**config.mk**
```make
export PLATFORM = sky130hd
export DESIGN_NAME = muxbus_host_if
export DESIGN_NICKNAME = d
export VERILOG_FILES = /design/src/rtl/hb_pkg.sv /design/src/rtl/hb_sync.sv /design/src/rtl/hb_addr_latch.sv /design/src/rtl/hb_strobe_dec.sv /design/src/rtl/muxbus_host_if.sv
export SDC_FILE = /design/constraint.sdc
export NUM_CORES = 1
export LEC_CHECK = 0
export BUFFER_PORTS_ARGS = -buffer_cell sky130_fd_sc_hd__buf_2
export CORE_AREA = 4 4 47 91
export DETAILED_ROUTE_END_ITERATION = 16
export DIE_AREA = 0 0 51 95
export PLACE_DENSITY = 0.9
export SKIP_CTS_REPAIR_TIMING = 1
export SLEW_MARGIN = 5
export SYNTH_ARGS = -nofsm -noshare
export SYNTH_HDL_FRONTEND = slang
export SYNTH_HIERARCHICAL = 1
export SYNTH_SLANG_ARGS = --single-unit
```
**constraint.sdc**
```tcl
create_clock -name clk -period 3.8 [get_ports clk]
set_input_delay 0.76 -clock clk [delete_from_list [all_inputs] [get_ports clk]]
set_output_delay 0.76 -clock clk [all_outputs]
set_load 0.05 [all_outputs]
```
**src/rtl/hb_pkg.sv**
```systemverilog
package hb_pkg;

   typedef enum logic {
      BUS_STROBES = 1'b0,
      BUS_DIRLVL  = 1'b1
   } bus_style_e;

   typedef struct packed {
      logic astb;
      logic dstb;
      logic rwl;
      logic csn;
   } ctl_t;

endpackage

```
**src/rtl/hb_sync.sv**
```systemverilog
module hb_sync #(
   parameter int             W      = 8,
   parameter int             STAGES = 2,
   parameter logic [W-1:0]   RST    = '0
) (
   input  logic         clk,
   input  logic         rst_n,
   input  logic [W-1:0] d,
   output logic [W-1:0] q
);

   if (STAGES < 2) begin : g_bad_stages
      $error("hb_sync: STAGES must be at least 2");
   end
   if (W < 1) begin : g_bad_width
      $error("hb_sync: W must be positive");
   end

   logic [STAGES-1:0][W-1:0] chain;

   always_ff @(posedge clk or negedge rst_n) begin
      if (!rst_n) begin
         chain <= {STAGES{RST}};
      end else begin
         chain <= {chain[STAGES-2:0], d};
      end
   end

   assign q = chain[STAGES-1];

endmodule

```
**src/rtl/hb_addr_latch.sv**
```systemverilog
module hb_addr_latch #(
   parameter int AW = 8
) (
   input  logic          clk,
   input  logic          rst_n,
   input  logic          as_fall,
   input  logic [AW-1:0] ad_s,
   input  logic          bank_s,
   output logic [AW-1:0] addr_q,
   output logic          bank_q
);

   always_ff @(posedge clk or negedge rst_n) begin
      if (!rst_n) begin
         addr_q <= '0;
         bank_q <= 1'b0;
      end else if (as_fall) begin
         addr_q <= ad_s;
         bank_q <= bank_s;
      end
   end


   addr_hold_chk: assert property (@(posedge clk) disable iff (!rst_n)
      !as_fall |=> ($stable(addr_q) && $stable(bank_q)));

endmodule

```
**src/rtl/hb_strobe_dec.sv**
```systemverilog
module hb_strobe_dec
   import hb_pkg::*;
(
   input  bus_style_e style,
   input  ctl_t       now_c,
   input  ctl_t       prev_c,
   output logic       rd_phase,
   output logic       wr_fire,
   output logic       as_fall
);

   always_comb begin
      rd_phase = 1'b0;
      wr_fire  = 1'b0;
      as_fall  = prev_c.astb & ~now_c.astb;
      if (!now_c.csn) begin
         if (style == BUS_DIRLVL) begin
            rd_phase = now_c.dstb & now_c.rwl;
            wr_fire  = prev_c.dstb & ~now_c.dstb & ~now_c.rwl;
         end else begin
            rd_phase = ~now_c.dstb;
            wr_fire  = ~prev_c.rwl & now_c.rwl;
         end
      end
   end

endmodule

```
**src/rtl/muxbus_host_if.sv**
```systemverilog
module muxbus_host_if
   import hb_pkg::*;
#(
   parameter int AW          = 8,
   parameter int RAM_DEPTH   = 128,
   parameter int SYNC_STAGES = 2
) (
   input  logic          clk,
   input  logic          rst_n,
   input  logic          mode_moto,
   input  logic          addr_stb,
   input  logic          data_stb,
   input  logic          rw_stb,
   input  logic          cs_n,
   input  logic          xram_sel,
   input  logic [AW-1:0] ad_in,
   output logic [AW-1:0] ad_out,
   output logic          ad_oe,
   output logic [AW-1:0] reg_addr,
   output logic          reg_bank,
   output logic [AW-1:0] reg_wdata,
   output logic          clk_rd,
   output logic          clk_wr,
   output logic          ram_rd,
   output logic          ram_wr,
   input  logic [AW-1:0] clk_rdata,
   input  logic [AW-1:0] ram_rdata
);

   localparam int            CW       = 4;
   localparam int            SW       = CW + 1 + AW;
   localparam logic [SW-1:0] SYNC_RST = {4'b0001, 1'b0, {AW{1'b0}}};
   localparam logic [AW:0]   RAM_LIM  = (AW+1)'(RAM_DEPTH);
   localparam int            QUIET    = SYNC_STAGES + 2;
   localparam int            QW       = $clog2(QUIET + 1);

   if (AW < 1 || AW > 16) begin : g_bad_aw
      $error("muxbus_host_if: AW out of range");
   end
   if (RAM_DEPTH < 1 || RAM_DEPTH > (1 << AW)) begin : g_bad_depth
      $error("muxbus_host_if: RAM_DEPTH must fit the address space");
   end
   if (SYNC_STAGES < 2) begin : g_bad_sync
      $error("muxbus_host_if: SYNC_STAGES must be at least 2");
   end

   // pin synchronizer
   logic [SW-1:0] raw_pins, syn_pins, prv_pins;
   assign raw_pins = {addr_stb, data_stb, rw_stb, cs_n, xram_sel, ad_in};

   hb_sync #(.W(SW), .STAGES(SYNC_STAGES), .RST(SYNC_RST)) u_sync (
      .clk   (clk),
      .rst_n (rst_n),
      .d     (raw_pins),
      .q     (syn_pins)
   );

   always_ff @(posedge clk or negedge rst_n) begin
      if (!rst_n) prv_pins <= SYNC_RST;
      else        prv_pins <= syn_pins;
   end

   ctl_t          ctl_now, ctl_prev;
   logic          xsel_s;
   logic [AW-1:0] ad_s;
   assign ctl_now  = ctl_t'(syn_pins[SW-1 -: CW]);
   assign ctl_prev = ctl_t'(prv_pins[SW-1 -: CW]);
   assign xsel_s   = syn_pins[AW];
   assign ad_s     = syn_pins[AW-1:0];

   // edge / phase decode
   logic rd_phase, wr_fire, as_fall;

   hb_strobe_dec u_dec (
      .style    (bus_style_e'(mode_moto)),
      .now_c    (ctl_now),
      .prev_c   (ctl_prev),
      .rd_phase (rd_phase),
      .wr_fire  (wr_fire),
      .as_fall  (as_fall)
   );

   // address capture
   logic [AW-1:0] addr_q;
   logic          bank_q;

   hb_addr_latch #(.AW(AW)) u_alat (
      .clk     (clk),
      .rst_n   (rst_n),
      .as_fall (as_fall),
      .ad_s    (ad_s),
      .bank_s  (xsel_s),
      .addr_q  (addr_q),
      .bank_q  (bank_q)
   );

   // RAM bank bound
   logic addr_ok;
   if (RAM_DEPTH == (1 << AW)) begin : g_full_bank
      assign addr_ok = 1'b1;
   end else begin : g_part_bank
      assign addr_ok = {1'b0, addr_q} < RAM_LIM;
   end

   // per-bank enables and pulses
   logic          crd_q, cwr_q, rrd_q, rwr_q;
   logic [AW-1:0] wdata_q;

   always_ff @(posedge clk or negedge rst_n) begin
      if (!rst_n) begin
         crd_q   <= 1'b0;
         cwr_q   <= 1'b0;
         rrd_q   <= 1'b0;
         rwr_q   <= 1'b0;
         wdata_q <= '0;
      end else begin
         crd_q <= rd_phase & ~bank_q;
         cwr_q <= wr_fire  & ~bank_q;
         rrd_q <= rd_phase &  bank_q & addr_ok;
         rwr_q <= wr_fire  &  bank_q & addr_ok;
         if (wr_fire) wdata_q <= ad_s;
      end
   end

   assign clk_rd    = crd_q;
   assign clk_wr    = cwr_q;
   assign ram_rd    = rrd_q;
   assign ram_wr    = rwr_q;
   assign reg_addr  = addr_q;
   assign reg_bank  = bank_q;
   assign reg_wdata = wdata_q;
   assign ad_oe     = crd_q | rrd_q;
   assign ad_out    = rrd_q ? ram_rdata : (crd_q ? clk_rdata : '0);

   // chip-select idle counter for the quiet check
   logic [QW-1:0] cs_hi_cnt;
   always_ff @(posedge clk or negedge rst_n) begin
      if (!rst_n)                       cs_hi_cnt <= '0;
      else if (!cs_n)                   cs_hi_cnt <= '0;
      else if (cs_hi_cnt != QW'(QUIET)) cs_hi_cnt <= cs_hi_cnt + QW'(1);
   end


   wr_excl_chk: assert property (@(posedge clk) disable iff (!rst_n)
      $onehot0({clk_wr, ram_wr, clk_rd & ram_rd}));


   wr_single_chk: assert property (@(posedge clk) disable iff (!rst_n)
      (clk_wr || ram_wr) |=> !(clk_wr || ram_wr));


   cs_quiet_chk: assert property (@(posedge clk) disable iff (!rst_n)
      (cs_hi_cnt == QW'(QUIET)) |-> !(ad_oe || clk_wr || ram_wr));


   ram_range_chk: assert property (@(posedge clk) disable iff (!rst_n)
      (ram_rd && $stable(reg_addr)) |-> ({1'b0, reg_addr} < RAM_LIM));


   always_ff @(posedge clk) begin
      if (!rst_n) begin
         rst_quiet_chk: assert (!ad_oe && !clk_wr && !ram_wr && !clk_rd && !ram_rd);
      end
   end

endmodule

```
======== Word level (Yosys, flattened, before mapping) ========
Index checks and enable logic that the tools add are counted.
storage, ports and cells
  register bits ........................... 60
  word-level logic and storage cells ...... 34
  input port bits ......................... 32
operators by class
  mux-type cells .......................... 6
  bitwise gates (word level) .............. 17
  $lt $le $gt $ge ......................... 1
operator list
  kind                                               count
  8-bit two-way mux                                  2
  1-bit AND                                          11
  8-bit less-than comparator, second input constant  1
  1-bit inverter                                     5
  1-bit two-way mux                                  4
  1-bit bitwise OR                                   1

======== Logic depth before layout (Yosys ltp) ========
  depth in word-level cells ............... 7
  gate-level depth with buffers ........... 5

======== By module ========
The synthesis kept the hierarchy.
modules (own cells, without submodules)
  module          cells each  times used  area each (sq um)
  hb_sync         39          1           750.7
  muxbus_host_if  44          1           661.9
  hb_addr_latch   19          1           371.6
  hb_strobe_dec   7           1           47.5

======== Least setup slack after synthesis ========
OpenSTA, ideal clock, no wires.
  kind .................................... register to output
  start ................................... register rrd_q, in the netlist ram_rd
  end ..................................... output ad_out[5]
  cell stages (with the launch flop) ...... 3
  buffers on the path ..................... 1
  data arrival time ....................... 1.917 ns
  slack ................................... 1.123 ns
  cells stage by stage .................... dfrtp_1 -> buf_2 -> o21ai_0
on the way
  cells in the longest elaborated chain, start to end .. 1
ends and longest elaborated chain
  element                 line                   RTL
  start, declared         muxbus_host_if.sv:106  logic crd_q, cwr_q, rrd_q, rwr_q;
  start signal, assigned  muxbus_host_if.sv:119  rrd_q <= rd_phase & bank_q & addr_ok;
  8-bit two-way mux       muxbus_host_if.sv:133  assign ad_out = rrd_q ? ram_rdata : (crd_q ? clk_rdata : '0);
  end, declared           muxbus_host_if.sv:17   output logic [AW-1:0] ad_out,
Every way passes these cells.

======== Final worst setup path ========
  start ................................... register rrd_q, in the netlist ram_rd
  end ..................................... output ad_out[0]
The elaborated chain is that of the path after synthesis.

==> results.txt <==
----------------------------------------------------
[Run status]
  Result of the run ... finished, final reports clean

[Floorplan]
  Std-Cell Core Area ... ~3600 sq um
  Effective utilization at floorplan ... 50.1%
  Die Span Y ... 95 microns
  I/O pin total ... 62
  Row count ... 31
  Die Footprint ... 4850 sq um
  Chip Width ... 51 microns

[Layout]
  Number of nets at the end of the flow ... 193
  Synth-to-layout area growth ... 19.1%
  Highest-count cells in the layout ignoring fill and taps ... 61 x sky130_fd_sc_hd__buf_2, 48 x sky130_fd_sc_hd__dfrtp_1, 17 x sky130_fd_sc_hd__mux2_4
  Most common cell after layout, fill and taps aside ... sky130_fd_sc_hd__buf_2
  Fraction of final layout cells sized beyond drive strength 1 ... 56.2%
  Total non-filler cell area in the finished layout ... 2150 sq um
  Antenna diode instance count ... 0

[Clock tree]
  Number of buffers on the longest clock path ... 2
  TritonCTS clock tree ... done
  Clock slew at the register clock pins of the worst setup and hold paths ... 90 ps
  Clock latency reported for the late side of the worst-skew pair ... 300 ps
  Number of H-tree branching levels ... 2
  CTS Buf Count ... 5
  Clock net sink count ... 50
  Clock tree root driver cell ... sky130_fd_sc_hd__clkbuf_8

[Synthesis]
  Cell area after technology mapping ... 1810 sq um
  Instance count of the mapped netlist ... 108
  Net count after synthesis ... 140
  Count of synthesis-stage warnings from yosys ... 6
  Average cell area after synthesis ... 16.7 sq um

[GRT]
  Largest net degree at the start of global routing ... 51
  Vias in the first global route ... around 1000
  Wire length of the first global-routing pass ... 4.92 mm
  Total Routing Usage GR ... about 14%
  Sum of overflow across all layers after global routing ... 0
  Antenna violations before repair ... 0

[Worst setup path]
  Crit Path Category ... register to output pin
  Arrival time at the worst endpoint ... 1520 ps
  Maximum fanout count along the critical path ... 13
  Cell breakdown of the critical path ... and2b_4 -> a22o_1 -> buf_2
  Slowest-stage cell, CP ... sky130_fd_sc_hd__dfrtp_1
  Setup slack of the worst register-to-register path ... ~2100 ps
  Capturing element type of the critical path ... output pin
  Critical path buffers and inverters ... 1
  Longest individual stage delay on the worst path ... approximately 500 ps
  Worst endpoint required time ... about 3000 ps
  Delay-heaviest family, CP ... flip-flops
  Sort of element at the start of the critical path ... register

[Place]
  Routability cong. ... 0.693
  Half-perimeter wire length after placement ... 2.30 mm
  Cell Area, Placed ... 2050 sq um
  Number of port buffers ... 61

[Power]
  Total power ... 1.21 mW
  Worst VDD drop ... 0.330 mV
  Static leakage power ... 1.10 nW
  Power density relative to cell area ... about 560 nW/um^2

[Route]
  Wire length on met2 ... about 1.6 mm
  DR top layer ... met4
  DR vias ... 998
  Routed via count divided by cell count ... roughly 4.7
  Routed met1 length ... 1.05 mm
  Routed length per instance ... ~14 microns
  DR iter-0 viols ... 13
  Count of antenna-violating nets left after detailed routing ... 0
  Post-route DRC violation count ... 0
  Sum of met3 wire segment lengths after detailed routing ... 291 microns
  Total length of routed wires ... 3.04 mm
  Iteration count of the initial detailed-routing pass ... 4

[STA]
  Final max-slew violation count ... 0
  Number of setup violations in the final report ... 0
  Final-report hold violation count ... 0
  Highest clock rate ... 439 MHz
  Worst Max-Slew Pin Slew ... 1130 ps
  Period utilisation layout ... 60.0%
  Setup repair after global routing missed its margin ... no
  Final min period ... about 2300 ps
  Clock skew after layout ... 7.54 ps
  Relative slew slack ... 24.3%
  Setup TNS ... 0 ps

[Min path]
  Class of the tightest hold or removal check ... register to register

[Run]
  Max-cap violation count ... 0

----------------------------------------------------
[where the power goes]
group / total [mW] / leakage, nW / internal [mW] / switching (mW)
clock: 0.306 / 0.0472 / 0.146 / 0.159
sequential: 0.615 / 0.591 / 0.584 / 0.0305
combinational: 0.293 / 0.458 / 0.0934 / 0.199
total: 1.21 / 1.10 / 0.824 / 0.389
[sequential cells by signal, summed over array words and instances (netlist names)]
| name | cells |
|---|---|
| u_sync/chain | 13 |
| u_alat/bank_q | 1 |
| clk_wr | 1 |
| ram_rd | 1 |
| ram_wr | 1 |
| clk_rd | 1 |
| reg_wdata | 8 |
| u_sync/q | 13 |
| prv_pins | 3 |
| u_alat/addr_q | 8 |
[through the flow]
stage,util [%],cells,worst slack [ps],hold slack (ps)
3_3_place_gp,57.0,203,1770,331
4_1_cts,59.6,211,1510,351
2_1_floorplan,-,108,1120,331
6_report,59.6,211,1520,346
3_5_place_dp,57.0,203,1730,336
5_1_grt,59.6,211,1400,358
[area by class of cell]
type,instances,area [sq um]
Sequential cell,50,1250
Clock buffer,6,82.6
Tap cell,49,61.3
Timing Repair Buffer,62,313
Multi-Input combinational cell,42,427
Fill cell,298,1460
Clock inverter,2,12.5
[routing by layer]
metal / track usage [%] / vias to the layer above
met5: 0 / -
met4: 9.44 / 0
met3: 4.58 / 7
met2: 23.2 / 49
met1: 15.0 / 487
li1: - / 455
[final timing paths]
path                                            from                      endpoint  cells past startpoint
max in group asynchronous                      rst_n    u_sync/chain[10]$_DFF_PN0_                      1
setup / recovery                    ram_rd$_DFF_PN0_                     ad_out[0]                      3
min in group asynchronous                      rst_n         u_sync/q[2]$_DFF_PN0_                      1
hold / removal             u_sync/chain[8]$_DFF_PN0_         u_sync/q[8]$_DFF_PN0_                      0
hold reg to reg            u_sync/chain[8]$_DFF_PN0_         u_sync/q[8]$_DFF_PN0_                      0
setup reg to reg              u_sync/q[12]$_DFF_PN0_  u_alat/addr_q[4]$_DFFE_PN0P_                      2
Note: power is estimated with default switching activity, not from simulation.
